===== src/rtl/bus_interrupter_pkg.sv =====
package bus_interrupter_pkg;

    typedef enum logic [1:0] {
        ST_IDLE    = 2'd0,
        ST_ARMED   = 2'd1,
        ST_CLAIM   = 2'd2,
        ST_RESPOND = 2'd3
    } intr_state_e;

    typedef struct packed {
        logic as_n;
        logic ds0_n;
        logic iack_n;
    } bus_lines_t;

    localparam int BUS_LINES = $bits(bus_lines_t);

    // True while the block owns an acknowledge cycle
    function automatic logic is_serving(input intr_state_e s);
        return (s == ST_CLAIM) || (s == ST_RESPOND);
    endfunction

endpackage


===== src/rtl/bus_line_sync.sv =====
module bus_line_sync #(
    parameter int W      = 3,
    parameter int STAGES = 2
) (
    input  logic         clk,
    input  logic         rst_n,
    input  logic [W-1:0] d,
    output logic [W-1:0] q
);
    logic [W-1:0] chain [STAGES];

    genvar g;
    generate
        for (g = 0; g < STAGES; g++) begin : g_stage
            always_ff @(posedge clk) begin
                if (!rst_n) begin
                    chain[g] <= '1;
                end else if (g == 0) begin
                    chain[g] <= d;
                end else begin
                    chain[g] <= chain[(g == 0) ? 0 : g - 1];
                end
            end
        end
    endgenerate

    assign q = chain[STAGES-1];
endmodule


===== src/rtl/intr_pending.sv =====
module intr_pending (
    input  logic clk,
    input  logic rst_n,
    input  logic pulse,
    input  logic serving,
    input  logic ack_done,
    output logic pending
);
    logic queued;

    always_ff @(posedge clk) begin
        if (!rst_n) begin
            pending <= 1'b0;
            queued  <= 1'b0;
        end else if (ack_done) begin
            pending <= queued | pulse;
            queued  <= 1'b0;
        end else if (pulse) begin
            if (serving) begin
                queued <= 1'b1;
            end else begin
                pending <= 1'b1;
            end
        end
    end
endmodule


===== src/rtl/intr_fsm.sv =====
module intr_fsm
    import bus_interrupter_pkg::*;
(
    input  logic        clk,
    input  logic        rst_n,
    input  logic        pending,
    input  bus_lines_t  lines,
    output intr_state_e state,
    output logic        iack_fall,
    output logic        ack_done
);
    intr_state_e nxt;
    logic        iack_prev;

    always_ff @(posedge clk) begin
        if (!rst_n) begin
            state     <= ST_IDLE;
            iack_prev <= 1'b1;
        end else begin
            state     <= nxt;
            iack_prev <= lines.iack_n;
        end
    end

    assign iack_fall = iack_prev & ~lines.iack_n;
    assign ack_done  = (state == ST_RESPOND) && lines.as_n;

    always_comb begin
        nxt = state;
        unique case (state)
            ST_IDLE:    if (pending) nxt = ST_ARMED;
            ST_ARMED:   if (iack_fall) nxt = ST_CLAIM;
            ST_CLAIM:   if (!lines.ds0_n) nxt = ST_RESPOND;
            ST_RESPOND: if (lines.as_n) nxt = ST_IDLE;
            default:    nxt = ST_IDLE;
        endcase
    end
endmodule


===== src/rtl/bus_interrupter.sv =====
module bus_interrupter
    import bus_interrupter_pkg::*;
#(
    parameter int ID_W        = 8,
    parameter int SYNC_STAGES = 2
) (
    input  logic            clk,
    input  logic            rst_n,
    input  logic            irq_pulse,
    input  logic [ID_W-1:0] status_id,
    input  logic            as_n,
    input  logic            ds0_n,
    input  logic            iackin_n,
    output logic            irq_n,
    output logic            iackout_n,
    output logic            dtack_n,
    output logic [ID_W-1:0] data_out,
    output logic            data_oe
);
    bus_lines_t  raw_lines, sync_lines;
    intr_state_e state;
    logic        iack_fall, ack_done, pending, responding;

    assign raw_lines = '{as_n: as_n, ds0_n: ds0_n, iack_n: iackin_n};

    bus_line_sync #(.W(BUS_LINES), .STAGES(SYNC_STAGES)) u_sync (
        .clk   (clk),
        .rst_n (rst_n),
        .d     (raw_lines),
        .q     (sync_lines)
    );

    intr_fsm u_fsm (
        .clk       (clk),
        .rst_n     (rst_n),
        .pending   (pending),
        .lines     (sync_lines),
        .state     (state),
        .iack_fall (iack_fall),
        .ack_done  (ack_done)
    );

    intr_pending u_pend (
        .clk      (clk),
        .rst_n    (rst_n),
        .pulse    (irq_pulse),
        .serving  (is_serving(state)),
        .ack_done (ack_done),
        .pending  (pending)
    );

    assign responding = (state == ST_RESPOND);
    assign irq_n      = ~pending;
    assign dtack_n    = ~responding;
    assign data_oe    = responding;
    assign data_out   = responding ? status_id : '0;
    // Hold the chain high on the claiming edge so no low pulse leaks
    assign iackout_n  = is_serving(state) | sync_lines.iack_n
                      | ((state == ST_ARMED) & iack_fall);
endmodule


===== config.mk =====
export PLATFORM = sky130hd
export DESIGN_NAME = bus_interrupter
export DESIGN_NICKNAME = d
export VERILOG_FILES = /design/src/rtl/bus_interrupter_pkg.sv /design/src/rtl/bus_line_sync.sv /design/src/rtl/intr_pending.sv /design/src/rtl/intr_fsm.sv /design/src/rtl/bus_interrupter.sv
export SDC_FILE = /design/constraint.sdc
export NUM_CORES = 1
export LEC_CHECK = 0
export BUFFER_PORTS_ARGS = -buffer_cell sky130_fd_sc_hd__buf_2
export CAP_MARGIN = 20
export CORE_MARGIN = 2
export CORE_UTILIZATION = 35
export CTS_BUF_LIST = sky130_fd_sc_hd__clkbuf_4
export CTS_CLUSTER_SIZE = 25
export DETAILED_ROUTE_END_ITERATION = 10
export SLEW_MARGIN = 0
export SYNTH_ARGS = -nofsm -noshare
export SYNTH_HDL_FRONTEND = slang
export SYNTH_HIERARCHICAL = 1
export SYNTH_SLANG_ARGS = --single-unit

===== constraint.sdc =====
create_clock -name clk -period 2 [get_ports clk]
set_clock_uncertainty 0.05 [all_clocks]
set_input_delay 0.2 -clock clk [delete_from_list [all_inputs] [get_ports clk]]
set_output_delay 0.2 -clock clk [all_outputs]
set_load 0.02 [all_outputs]

* After elaboration in Yosys (flattened, before gate mapping)
Memories as Yosys holds them, arrays and structs flattened.
Cells that the tools add are included.
** Word-level totals
- Register bits :: 5
- Bits in writable memories :: 6
- Bits of input ports :: 14
- Output and inout port bits :: 12
- Logic and storage cells :: 45
- Memories :: 1
** Memory list
- u_sync.chain :: depth 2, bits a word 3, read ports 2, clocked after Yosys merged registers in 0, write ports 2, line bus_line_sync.sv:10 : logic [W-1:0] chain [STAGES];
** Cells by class
- Equal/unequal tests :: 8
- Muxes and demuxes :: 13
- Bitwise operators :: 11
- Reduce and logical (&&, ||, !) cells :: 8
** Operator list (count)
- 2-to-1 mux 2 bit :: 4
- 2-to-1 mux 8 bit :: 1
- case mux 2 bit (4 select lines) :: 1
- 2-to-1 mux 3 bit :: 2
- != test 2 bit (second input constant) :: 3
- 2-to-1 mux 1 bit :: 5
- OR 1 bit :: 5
- == test 2 bit (second input constant) :: 2
- != test 2 x 1 -> 1 bit (second input constant) :: 2
- inverter 1 bit :: 4
- AND reduction 2 bit :: 2
- AND reduction 4 bit :: 1
- bitwise AND 1 bit :: 2
- == test 2 x 1 -> 1 bit (second input constant) :: 1
- zero test 2 bit :: 1
- nonzero test 2 bit :: 1
- OR reduction 2 bit :: 1
- logical AND 1 bit :: 1
- logical OR 1 bit :: 1

* Logic depth before layout (Yosys ltp)
- Depth in word-level cells :: 5
- Depth in mapped cells :: 5
- Mapped depth without buffers :: 5

* Modules after synthesis
The synthesis kept the hierarchy.
** Modules (own cells, without submodules)
- intr_fsm :: times used 1, cells each 24, area each 257.7 um2, seq. area each 60.1 um2
- bus_line_sync :: times used 1, cells each 12, area each 157.7 um2, seq. area each 120.1 um2
- bus_interrupter :: times used 1, cells each 15, area each 101.3 um2, seq. area each 0.0 um2
- intr_pending :: times used 1, cells each 7, area each 77.6 um2, seq. area each 40.0 um2

* Worst setup path before layout
No wires, ideal clock.
- Kind :: flip-flop to flip-flop
- Start :: register u_fsm.state[1]
- End :: register u_fsm.state[0]
- Setup time :: 0.060 ns
- Data arrival time :: 1.347 ns
- Required time :: 1.890 ns
- Path slack :: 0.543 ns
- Cell stages (with the launch flop) :: 6
- Path buffers :: 0
- Period minus slack after synthesis :: 1.457 ns
- Path through :: dfxtp_1 > inv_1 > ha_1 > nor2b_4 > a2111oi_4 > o221a_1
** On the way
- Cells in the longest elaborated chain, start to end :: 3
- Elaborated cells on any way between the ends :: 10
- Those cells by class :: eq/ne (7); mux (1); reduce/logical (2)
** RTL lines
- from (decl) :: line intr_fsm.sv:8 : output intr_state_e state,
- from (signal assigned) :: line intr_fsm.sv:20 : state <= nxt;
- == test 2 bit (tied with other cells) :: line intr_fsm.sv:30 : unique case (state)
- != test 2 bit (no source line) / != test 2 x 1 -> 1 bit (equally long branches)
- AND reduction 4 bit (no source line)
Parallel ways exist; a longest one is shown, timed or not.
A chain may end at the register's enable or synchronous reset.

* Worst setup path after layout
- Start :: register u_fsm.state[1]
- End :: register u_fsm.state[1]
Same word-level chain as after synthesis.

==> impl_metrics.yaml <==
clock_network:
  cts_setup_buffers: 0
  tritoncts: "yes"
  ctsRootBufferMaster: "clkbuf_4"
  ctsResizeCount: 0
  cts_hold_buf: 0
  clockBufferDepth: 2
  clock_latency_ns: 0.26
  ctsHtreeMaxLevel: 1
  cts_num_sinks: 11
  cts.clk_slew.worst_paths_ns: 0.07
  cts_made_buffers: 3
final_layout:
  synthToLayoutAreaGrowth_pct: 28.63
  drive_above_1_share_pct: 48.84
  antenna_cells: 0
  layout.area.seq_um2: 220.2
  nNetsFinal: 106
  n_fill_cell: 144
  multi_input_area_um2: 339.1
route:
  viasPerCell: 4.706
  drt-pass1-iter-count: 2
  routed_wirelength_um: 986
  vias: 480
  ant_nets: 0
  drcViolationCount: 0
  wl_per_cell_um: 9.667
  drtIter0Drc: 1
pwr:
  p_clk_share_pct: 20.5
  p_seq_share_pct: 34.2
  p_leak_nw: 0.4085
  switching_share_pct: 34.52
  power.internal_uw: 526.3
  vdd_drop_max_mv: 0.5080
  power.density_mw_per_mm2: 1051
  pwr-share-comb_pct: 45.3
  netSwitchingPower_uw: 277.4
yosys:
  syn-cell-area_um2: 594.3
  synthCells: 58
  avgSynthCellArea_um2: 10.25
  synth_common_cells: "11 x dfxtp_1, 7 x nand2b_1, 6 x and3_2"
  synth_top_area_cell: "dfxtp_1"
  synth_most_common_cell: "dfxtp_1"
  yosysWarnings: 6
  ys_seq_elements: 11
  yosysUniqueCellTypes: 24
  synth_edf_count: 0
  synth_flop_cell: "dfxtp_1"
  synthTopCellsByArea: "dfxtp_1 37%, ha_1 11%, and3_2 7.6%"
  syn-num-nets: 77
  async_flop_share_pct: 0
  ys_seq_area_share_pct: 37.05
  yosys.area.top_type_share_pct: 37.05
run:
  maxCapViolations: 0
die:
  rows: 14
  dieHeight_um: 45.21
  die_w_um: 45.21
  start_util_pct: 38.56
  coreArea_mm2: 0.001541
  dieArea_mm2: 0.002043
  num_io_pins: 26
timing:
  hold_slack_ns: 0.05260
  period_share_pct: 76.37
  timing.final.setup_violations: 0
  hold_viol: 0
  fin_tns_setup_ns: 0
  rsz0062_at_grt: "false"
  fmax_mhz: 654.7
  slew_violations: 0
  layout_min_cycle_time_ns: 1.527
  worst_pin_slew_ns: 0.3024
  relSlewSlack_pct: 79.84
hold_path:
  min_path_cells: 2
  hp-class: "primary input to register"
critical_path:
  path_cells: "buf_4 -> ha_1 -> nor2b_1 -> a2111oi_4 -> mux2i_1"
  crit_path_end_kind: "register"
  worstSetupPathType: "register to register"
  crit_path_max_fanout: 14
  crit_slowest_cell: "dfxtp_1"
  r2r_cells: 5
  crit_path_start_kind: "register"
  critPathArrivalTime_ns: 1.68
  worstPathRequired_ns: 2.15
  max_stage_delay_ns: 0.34
global_routing:
  overflow: 0
  grt_antenna_before_repair: 0
  grt_use_met1_pct: 10.73
  grt_use_met3_pct: 3.600
  grt_first_pass_wirelength_mm: 1.483
  grt_start_max_net_pins: 15
  gr-usage-all-layers_pct: 11.03
  grt_pass1_vias: 389
  met2_usage_pct: 17.14
  top_usage_layer: "met2"
status:
  status: "complete, no violations"
place:
  port_buffers: 25
  gp_congestion: 0.6271
  hpwl_um: 759.4
path summary, 6_finish.rpt:
path | to | slack, ns | startpoint
worst min register to register | u_sync/chain[1][1] | 0.36 | u_sync/chain[0][1]
worst min-delay path | u_sync/chain[0][2] | 0.05 | as_n
worst max-delay path | u_fsm/state[1] | 0.47 | u_fsm/state[1]
worst max register to register | u_fsm/state[1] | 0.47 | u_fsm/state[1]
registers in the layout (all words and copies together) (netlist names):
| signal | flops |
|---|---|
| u_pend/pending | 1 |
| u_fsm/iack_prev | 1 |
| u_sync/chain | 6 |
| u_fsm/state | 2 |
| u_pend/queued | 1 |
cell usage in the layout (no fill, tap or decap), drive strengths merged, types with 3 or more instances in the layout:
cell type,instances
nor2b,3
buf,27
and3,8
dfxtp,11
nand2,3
clkbuf,4
and2,3
nand2b,8
inv,4
ha,5
routing by layer:
metal | wire [um] | vias up
met1 | 445 | 201
li1 | - | 249
met4 | 36 | 0
met3 | 101 | 4
met5 | 0 | -
met2 | 403 | 26
logic make-up (layout without fill, tap and decap cells):
| kind of cell | count (synthesis) | after routing | share of synthesized area (%) |
|---|---|---|---|
| AO/OA/AOI/OAI | 6 | 6 | 12.00 |
| flip-flops | 11 | 11 | 37.05 |
| buffers and inverters | 7 | 35 | 5.892 |
| AND/OR/NAND/NOR | 28 | 28 | 32.84 |
| adder cells (fa/ha/maj) | 5 | 5 | 10.53 |
| multiplexers | 1 | 1 | 1.684 |
power groups by stage:
stage | Clock [mW] | Combinational (mW) | Sequential, mW
after floorplan | 0 | 0.292 | 0.286
after global placement | 0 | 0.365 | 0.279
after detailed placement | 0 | 0.373 | 0.280
after CTS | 0.170 | 0.374 | 0.275
after global routing | 0.184 | 0.408 | 0.281
final | 0.164 | 0.364 | 0.275
through the flow:
step / instances / util, % / area, um^2 / worst slack (ns) / total power, mW
6_report: 102 / 49.59 / 764.5 / 0.4726 / 0.8037
5_1_grt: 102 / 49.59 / 764.5 / 0.3265 / 0.8723
4_1_cts: 102 / 49.59 / 764.5 / 0.4558 / 0.8195
3_5_place_dp: 98 / 47.65 / 734.5 / 0.4717 / 0.6536
3_3_place_gp: 98 / 47.65 / 734.5 / 0.5026 / 0.6439
2_1_floorplan: 58 / - / 594.3 / 0.5430 / 0.5776
area by class of cell:
cell class                      count  share of cell area, %
Sequential cell                    11                  28.81
Clock buffer                        4                  3.928
Timing Repair Buffer               27                  18.33
Tap cell                           16                  2.619
Inverter                            4                  1.964
Multi-Input combinational cell     40                  44.35
worst max-delay path: cells and delay by family (launching register included):
family | cells | cell delay [ns]
flops | 1 | 0.34
compound gates | 1 | 0.32
mux | 1 | 0.22
fa+ha+maj | 1 | 0.19
buf+inv | 1 | 0.18
simple gates | 1 | 0.16
(Power assumes the default switching activity.)
